===== src/rtl/mul_lock_pkg.sv =====
package mul_lock_pkg;
  // Number of multiplier stages between decode and writeback.
  localparam int MUL_STAGES = 4;
  // Last stage whose destination is not yet readable through bypass.
  localparam int RAW_LAST   = 2;
  // Stage whose writeback coincides with a single-cycle instruction now in decode.
  localparam int PORT_STAGE = 1;
  // Last stage that would write back after a single-cycle instruction now in decode.
  localparam int ORDER_LAST = 1;
endpackage


===== src/rtl/mul_tag_pipe.sv =====
module mul_tag_pipe
  import mul_lock_pkg::*;
#(
  parameter int TAG_W = 5
) (
  input  logic                               clk,
  input  logic                               rst,
  input  logic                               in_valid,
  input  logic [TAG_W-1:0]                   in_tag,
  output logic [MUL_STAGES-1:0]              stg_vld,
  output logic [MUL_STAGES-1:0][TAG_W-1:0]   stg_tag
);
  always_ff @(posedge clk) begin
    if (rst) stg_vld[0] <= 1'b0;
    else     stg_vld[0] <= in_valid;
    stg_tag[0] <= in_tag;
  end

  for (genvar k = 1; k < MUL_STAGES; k++) begin : g_stage
    always_ff @(posedge clk) begin
      if (rst) stg_vld[k] <= 1'b0;
      else     stg_vld[k] <= stg_vld[k-1];
      stg_tag[k] <= stg_tag[k-1];
    end
  end
endmodule


===== src/rtl/mul_datapath.sv =====
module mul_datapath #(
  parameter int XLEN = 32
) (
  input  logic            clk,
  input  logic            in_en,
  input  logic [XLEN-1:0] opnd_a,
  input  logic [XLEN-1:0] opnd_b,
  output logic [XLEN-1:0] product
);
  localparam int HALF = XLEN / 2;

  // The low XLEN bits of a signed product equal those of the unsigned one,
  // so the split works on raw bit patterns.
  logic [XLEN-1:0] s0_a, s0_b;
  logic [XLEN-1:0] s1_ll;
  logic [HALF-1:0] s1_lh, s1_hl;
  logic [XLEN-1:0] s2_ll;
  logic [HALF-1:0] s2_cross;

  logic [XLEN-1:0] full_ll, full_lh, full_hl;

  always_comb begin
    full_ll = XLEN'(s0_a[HALF-1:0]) * XLEN'(s0_b[HALF-1:0]);
    full_lh = XLEN'(s0_a[HALF-1:0]) * XLEN'(s0_b[XLEN-1:HALF]);
    full_hl = XLEN'(s0_a[XLEN-1:HALF]) * XLEN'(s0_b[HALF-1:0]);
  end

  always_ff @(posedge clk) begin
    if (in_en) begin
      s0_a <= opnd_a;
      s0_b <= opnd_b;
    end
    s1_ll    <= full_ll;
    s1_lh    <= full_lh[HALF-1:0];
    s1_hl    <= full_hl[HALF-1:0];
    s2_ll    <= s1_ll;
    s2_cross <= s1_lh + s1_hl;
    product  <= s2_ll + {s2_cross, {HALF{1'b0}}};
  end
endmodule


===== src/rtl/mul_hazard_unit.sv =====
module mul_hazard_unit
  import mul_lock_pkg::*;
#(
  parameter int TAG_W = 5
) (
  input  logic                               dec_valid,
  input  logic                               dec_is_mul,
  input  logic [TAG_W-1:0]                   dec_src_a,
  input  logic [TAG_W-1:0]                   dec_src_b,
  input  logic                               dec_dst_en,
  input  logic [TAG_W-1:0]                   dec_dst,
  input  logic [MUL_STAGES-1:0]              stg_vld,
  input  logic [MUL_STAGES-1:0][TAG_W-1:0]   stg_tag,
  output logic                               stall
);
  logic [MUL_STAGES-1:0] raw_hit;
  logic [MUL_STAGES-1:0] order_hit;
  logic                  port_hit;

  for (genvar k = 0; k < MUL_STAGES; k++) begin : g_cmp
    if (k <= RAW_LAST) begin : g_raw
      assign raw_hit[k] = stg_vld[k] &&
                          ((stg_tag[k] == dec_src_a) || (stg_tag[k] == dec_src_b));
    end else begin : g_noraw
      assign raw_hit[k] = 1'b0;
    end
    if (k <= ORDER_LAST) begin : g_ord
      assign order_hit[k] = stg_vld[k] && dec_dst_en && (stg_tag[k] == dec_dst);
    end else begin : g_noord
      assign order_hit[k] = 1'b0;
    end
  end

  assign port_hit = stg_vld[PORT_STAGE] && dec_dst_en && !dec_is_mul;
  assign stall    = dec_valid && ((|raw_hit) || (|order_hit) || port_hit);
endmodule


===== src/rtl/mul_issue_lock.sv =====
module mul_issue_lock
  import mul_lock_pkg::*;
#(
  parameter int XLEN  = 32,
  parameter int TAG_W = 5
) (
  input  logic             clk,
  input  logic             rst,
  input  logic             dec_valid,
  input  logic             dec_is_mul,
  input  logic [TAG_W-1:0] dec_src_a,
  input  logic [TAG_W-1:0] dec_src_b,
  input  logic             dec_dst_en,
  input  logic [TAG_W-1:0] dec_dst,
  input  logic [XLEN-1:0]  dec_opnd_a,
  input  logic [XLEN-1:0]  dec_opnd_b,
  input  logic             base_stall,
  output logic             mul_stall,
  output logic             wb_valid,
  output logic [TAG_W-1:0] wb_tag,
  output logic [XLEN-1:0]  wb_product
);
  logic                             take_mul;
  logic [MUL_STAGES-1:0]            stg_vld;
  logic [MUL_STAGES-1:0][TAG_W-1:0] stg_tag;

  assign take_mul = dec_valid && dec_is_mul && !mul_stall && !base_stall;

  mul_tag_pipe #(.TAG_W(TAG_W)) u_tags (
    .clk      (clk),
    .rst      (rst),
    .in_valid (take_mul),
    .in_tag   (dec_dst),
    .stg_vld  (stg_vld),
    .stg_tag  (stg_tag)
  );

  mul_datapath #(.XLEN(XLEN)) u_dp (
    .clk     (clk),
    .in_en   (take_mul),
    .opnd_a  (dec_opnd_a),
    .opnd_b  (dec_opnd_b),
    .product (wb_product)
  );

  mul_hazard_unit #(.TAG_W(TAG_W)) u_hz (
    .dec_valid  (dec_valid),
    .dec_is_mul (dec_is_mul),
    .dec_src_a  (dec_src_a),
    .dec_src_b  (dec_src_b),
    .dec_dst_en (dec_dst_en),
    .dec_dst    (dec_dst),
    .stg_vld    (stg_vld),
    .stg_tag    (stg_tag),
    .stall      (mul_stall)
  );

  assign wb_valid = stg_vld[MUL_STAGES-1];
  assign wb_tag   = stg_tag[MUL_STAGES-1];
endmodule


===== config.mk =====
export PLATFORM = sky130hd
export DESIGN_NAME = mul_issue_lock
export DESIGN_NICKNAME = d
export VERILOG_FILES = /design/src/rtl/mul_lock_pkg.sv /design/src/rtl/mul_tag_pipe.sv /design/src/rtl/mul_datapath.sv /design/src/rtl/mul_hazard_unit.sv /design/src/rtl/mul_issue_lock.sv
export SDC_FILE = /design/constraint.sdc
export NUM_CORES = 1
export LEC_CHECK = 0
export ABC_AREA = 0
export BUFFER_PORTS_ARGS = -buffer_cell sky130_fd_sc_hd__buf_2
export CORE_MARGIN = 1.5
export CORE_UTILIZATION = 30
export DETAILED_ROUTE_END_ITERATION = 8
export GPL_TIMING_DRIVEN = 0
export MAX_ROUTING_LAYER = met4
export SYNTH_ARGS = -nofsm -noshare
export SYNTH_HDL_FRONTEND = slang
export SYNTH_HIERARCHICAL = 1
export SYNTH_SLANG_ARGS = --single-unit

===== constraint.sdc =====
create_clock -name clk -period 16.7 [get_ports clk]
set_clock_uncertainty 0.05 [all_clocks]
set_input_delay 1.67 -clock clk [delete_from_list [all_inputs] [get_ports clk]]
set_output_delay 1.67 -clock clk [all_outputs]
set_load 0.05 [all_outputs]

==> flow_summary.yaml, run 1 <==
yosys:
  synth-main-ff-cell: "dfxtp_1"
  synthArstFlopShare: 0
  yosysWarnings: 6
  yosysTopAreaCell: "fa_1"
  synthCells: 2420
  synth_area_per_cell_um2: 9.72
  yosysTopAreaCellShare: 0.303
  synthTopCellsByArea: "fa_1, dfxtp_1, ha_1"
  ys_ff_latch: 232
  seq_area_frac_synth: 0.225
  synth.distinct_cells: 64
  synth.net_count: 3093
  synth_area_um2: 23500
  synth_edf_count: 64
grt:
  grt-ovfl-total: 0
  grt_pass1_vias: 16700
  grt_max_degree: 37
  grt_pass1_wl_um: 96500
  grt_use_total: 0.162
  antenna_found_initial: 5
clock_network:
  clock_sinks: 232
  clock_path_buffers: 3
  htreeDepth: 1
  cts.root.buffer_cell: "clkbuf_16"
  cts_resized: 0
  cts_buffers: 27
  post-cts-setup-buffers: 0
  cts_hold_buf: 0
place:
  gp_congestion: 0.893
  placedCellCount: 3584
  port_buffers: 123
  place_hpwl_um: 51800
run_status:
  error: "[ERROR DRT-0255] Maze Route cannot find path of net clk in worker of routeBox ( 241500 0 ) ( 283080 48300 )."
  stop_stage: "detailed routing"
  status: "aborted with a tool error"
floorplan:
  initial_core_util: 0.303
  pin_count: 124
  row_count: 102
  fp.dieH_um: 283
  die_w_um: 283
## kinds of logic after synthesis
group	after synthesis	synth area share
xor gates and xnor gates	174	0.0648
muxes	1	0.000425
buffers and inverters	570	0.0909
and+or+nand+nor	692	0.142
AOI/OAI and AO/OA	163	0.0507
DFF	232	0.225
adders and majority gates	588	0.426
## synth_stat cells (5+ instances only)
cell,instances
clkbuf_1,91
a21oi_1,45
a31oi_1,5
o21ai_0,16
nand4_1,5
xor2_1,46
nor2_1,41
fa_1,356
dfxtp_1,168
nand2_1,344
nand3_1,18
xnor2_1,128
edfxtp_1,64
and3_1,6
o21ai_1,5
a211oi_1,5
inv_1,478
a21o_1,19
a311oi_1,5
nor2b_1,16
and2_1,218
o21bai_1,5
a21oi_2,5
o21a_1,9
ha_1,232
or3_1,9
nor3_1,17
## per-layer routing
metal,track usage
met5,-
met4,0.0467
met3,0.0323
met2,0.257
met1,0.208
## metrics by stage
| stage | setup WS, ns | utilization | area, µm² | hold WS (ns) |
|---|---|---|---|---|
| 2_1_floorplan | 10.78 | - | 23500 | 0.260 |
| 3_3_place_gp | 9.10 | 0.328 | 25500 | 0.262 |
| 3_5_place_dp | 9.06 | 0.328 | 25500 | 0.262 |
| 4_1_cts | 9.01 | 0.340 | 26400 | 0.276 |
| 5_1_grt | 8.68 | 0.340 | 26400 | 0.279 |
==> run 2, diff against run 1 <==
--- a/config.mk
+++ b/config.mk
@@ -8,10 +8,10 @@
 export ABC_AREA = 0
 export BUFFER_PORTS_ARGS = -buffer_cell sky130_fd_sc_hd__buf_2
 export CORE_MARGIN = 1.5
-export CORE_UTILIZATION = 30
+export CORE_UTILIZATION = 20
 export DETAILED_ROUTE_END_ITERATION = 8
 export GPL_TIMING_DRIVEN = 0
-export MAX_ROUTING_LAYER = met4
+export PLACE_DENSITY_LB_ADDON = 0.15
 export SYNTH_ARGS = -nofsm -noshare
 export SYNTH_HDL_FRONTEND = slang
 export SYNTH_HIERARCHICAL = 1
==> run 2 against run 1 <==
  * The run now ends clean
  * Synthesized area unchanged
  * Global-route usage decreased by 2.9 points
  * Synthesized cell count did not move
==> flow_summary.yaml, run 2 <==
clock_network:
  htreeDepth: 1
  cts_hold_buf: 0
  clock_latency_ns: 0.62
  cts_buffers: 29
  cts.clk_slew.worst_paths_ns: 0.06
  cts_tree: "yes"
  clock_sinks: 232
  cts_resized: 0
  post-cts-setup-buffers: 0
  cts.root.buffer_cell: "clkbuf_16"
  clock_path_buffers: 3
grt:
  grt-ovfl-total: 0
  grt_pass1_vias: 17200
  grtUsageMet1: 0.195
  grt_util_met2: 0.198
  grt_pass1_wl_um: 117000
  grt_max_degree: 54
  antenna_found_initial: 7
  grt_use_total: 0.132
  grt_busiest_layer: "met2"
  groute.layer.met3.usage: 0.0242
layout:
  nets: 3248
  final_cell_mix: "inv_1, fa_1, nand2_1"
  mostFrequentLayoutCell: "inv_1"
  post-route-util: 0.232
  area_growth_pct: 14.9
  drive_above_1_share: 0.0774
  fillCellCount: 12800
  fin_cells: 4125
routing:
  via_count: 16100
  avgViaCountPerCell: 3.89
  finalWirelength_um: 78700
  drtIter0Drc: 715
  drc_errors: 0
  firstDrtPassIters: 5
  wire_per_inst_um: 19.1
  drtAntennaViolNets: 0
setup_path:
  max_stage_delay_ns: 0.77
  crit_fanout: 11
  worst_setup_path_end_kind: "flip-flop"
  cp_data_required_time_ns: 16.99
  crit_arrival_ns: 7.94
  worst-path-stages: 20
  slowest_stage: "o41ai_1"
  crit_family: "adder cells"
  cp.buffers_inverters: 7
  path_cells: "clkbuf_1 > clkbuf_1 > nand2_1 > fa_1 > inv_1 > fa_1 > inv_1 > fa_1 > fa_1 > inv_1 > fa_1 > inv_1 > fa_1 > inv_1 > ha_1 > and2_1 > o21ai_0 > o21ai_0 > o41ai_1 > xnor2_1"
  cpMostUsedCell: "fa_1"
  crit_type: "flip-flop to flip-flop"
  reg2reg_from: "u_dp/s0_b[2]$_DFFE_PP_"
  endpoint: "u_dp/s1_hl[15]$_DFF_P_"
  r2r_cells: 20
  timing.rr.end: "u_dp/s1_hl[15]$_DFF_P_"
  critPathLaunchType: "flip-flop"
  r2r_setup_slack_ns: 9.05
  crit_start: "u_dp/s0_b[2]$_DFFE_PP_"
timing:
  hold_violations: 0
  slew_viol_final: 0
  rsz0062_at_grt: "no"
  fin_tns_setup_ns: 0
  max_freq_ghz: 0.131
  tightest_slew_ns: 1.28
  setup_violations: 0
  layout_min_cycle_time_ns: 7.65
  period_share: 0.458
  max_slew_margin: 0.139
  post-route-worst-setup-slack_ns: 9.05
place:
  place_hpwl_um: 64600
  placedCellCount: 4068
  port_buffers: 123
  pre_cts_ws_ns: 9.04
  gp_congestion: 0.801
floorplan:
  die_w_um: 346
  initial_core_util: 0.202
  pin_count: 124
  fp.dieH_um: 346
  design.core.area_um2: 116000
  row_count: 125
  die_area_um2: 120000
yosys:
  synthCells: 2420
  synth.net_count: 3093
  yosysTopAreaCell: "fa_1"
  synthTopCellsByArea: "fa_1, dfxtp_1, ha_1"
  yosysTopAreaCellShare: 0.303
  synthTopCellsByCount: "inv_1, fa_1, nand2_1"
  synthArstFlopShare: 0
  synth.most_common_cell: "inv_1"
  ys_ff_latch: 232
  synth-main-ff-cell: "dfxtp_1"
  synth_area_um2: 23500
  yosysWarnings: 6
  synth.distinct_cells: 64
  seq_area_frac_synth: 0.225
  synth_edf_count: 64
  synth_area_per_cell_um2: 9.72
power:
  finalPower_mw: 5.90
  p_per_area_nw_per_um2: 218
  leakagePower_nw: 12.7
  vdd_drop_max_mv: 0.209
run_status:
  status: "completed"
worst_hold_path:
  hp-class: "flip-flop to flip-flop"
flow_run:
  maxCapViolations: 0
run 2: how the worst min path moves through the flow:
stage                                      start                        to  slack [ns]  depth (start not counted)
final                      u_dp/s1_ll[7]$_DFF_P_     u_dp/s2_ll[7]$_DFF_P_        0.27                          0
after floorplan            u_dp/s2_ll[0]$_DFF_P_   u_dp/product[0]$_DFF_P_        0.26                          0
after global placement     u_dp/s1_ll[0]$_DFF_P_     u_dp/s2_ll[0]$_DFF_P_        0.26                          0
after detailed placement   u_dp/s2_ll[3]$_DFF_P_   u_dp/product[3]$_DFF_P_        0.26                          0
after global routing      u_dp/s2_ll[15]$_DFF_P_  u_dp/product[15]$_DFF_P_        0.28                          0
after CTS                 u_dp/s1_ll[28]$_DFF_P_    u_dp/s2_ll[28]$_DFF_P_        0.27                          0
run 2: through the flow:
step | hold slack [ns] | cell area [µm²]
6_report | 0.271 | 27000
5_1_grt | 0.278 | 27000
4_1_cts | 0.271 | 27000
3_5_place_dp | 0.262 | 26100
3_3_place_gp | 0.261 | 26100
2_1_floorplan | 0.260 | 23500
run 2: routing by layer:
| layer | part of all wire | vias up |
|---|---|---|
| met2 | 0.42 | 329 |
| li1 | - | 7674 |
| met1 | 0.51 | 7995 |
| met4 | 0.025 | 2 |
| met5 | 0.00017 | - |
| met3 | 0.049 | 62 |
run 2: kinds of logic after synthesis:
| group | Yosys count | synth area share |
|---|---|---|
| and+or+nand+nor | 692 | 0.142 |
| adders and majority gates | 588 | 0.426 |
| buffers and inverters | 570 | 0.0909 |
| DFF | 232 | 0.225 |
| xor gates and xnor gates | 174 | 0.0648 |
| AOI/OAI and AO/OA | 163 | 0.0507 |
| muxes | 1 | 0.000425 |
run 2: power by group:
part / switching [mW] / total (mW) / internal (mW)
clock network: 0.265 / 0.622 / 0.357
logic: 2.74 / 4.39 / 1.64
registers: 0.0818 / 0.896 / 0.814
total: 3.09 / 5.90 / 2.81
run 2: area by class of cell:
cell class	instances	area (µm²)	share of cell area
diodes	5	12.5	0.000463
plain buffers	92	345	0.0128
clock buffers	41	851	0.0315
clock inverters	11	90.1	0.00333
inverters	478	1790	0.0664
multi-input cells	1618	16100	0.596
flip-flops and latches	232	5290	0.195
well taps	1524	1910	0.0705
repair buffers	124	643	0.0238
run 2: worst register-to-register path: stages (launching register included):
cell and delay (ns):
edfxtp_1 0.47, clkbuf_1 0.56, clkbuf_1 0.75, nand2_1 0.18
fa_1 0.54, inv_1 0.05, fa_1 0.53, inv_1 0.05
fa_1 0.49, fa_1 0.55, inv_1 0.05, fa_1 0.48
inv_1 0.05, fa_1 0.48, inv_1 0.05, ha_1 0.34
and2_1 0.20, o21ai_0 0.13, o21ai_0 0.16, o41ai_1 0.77
xnor2_1 0.42
(Power assumes the default switching activity.)
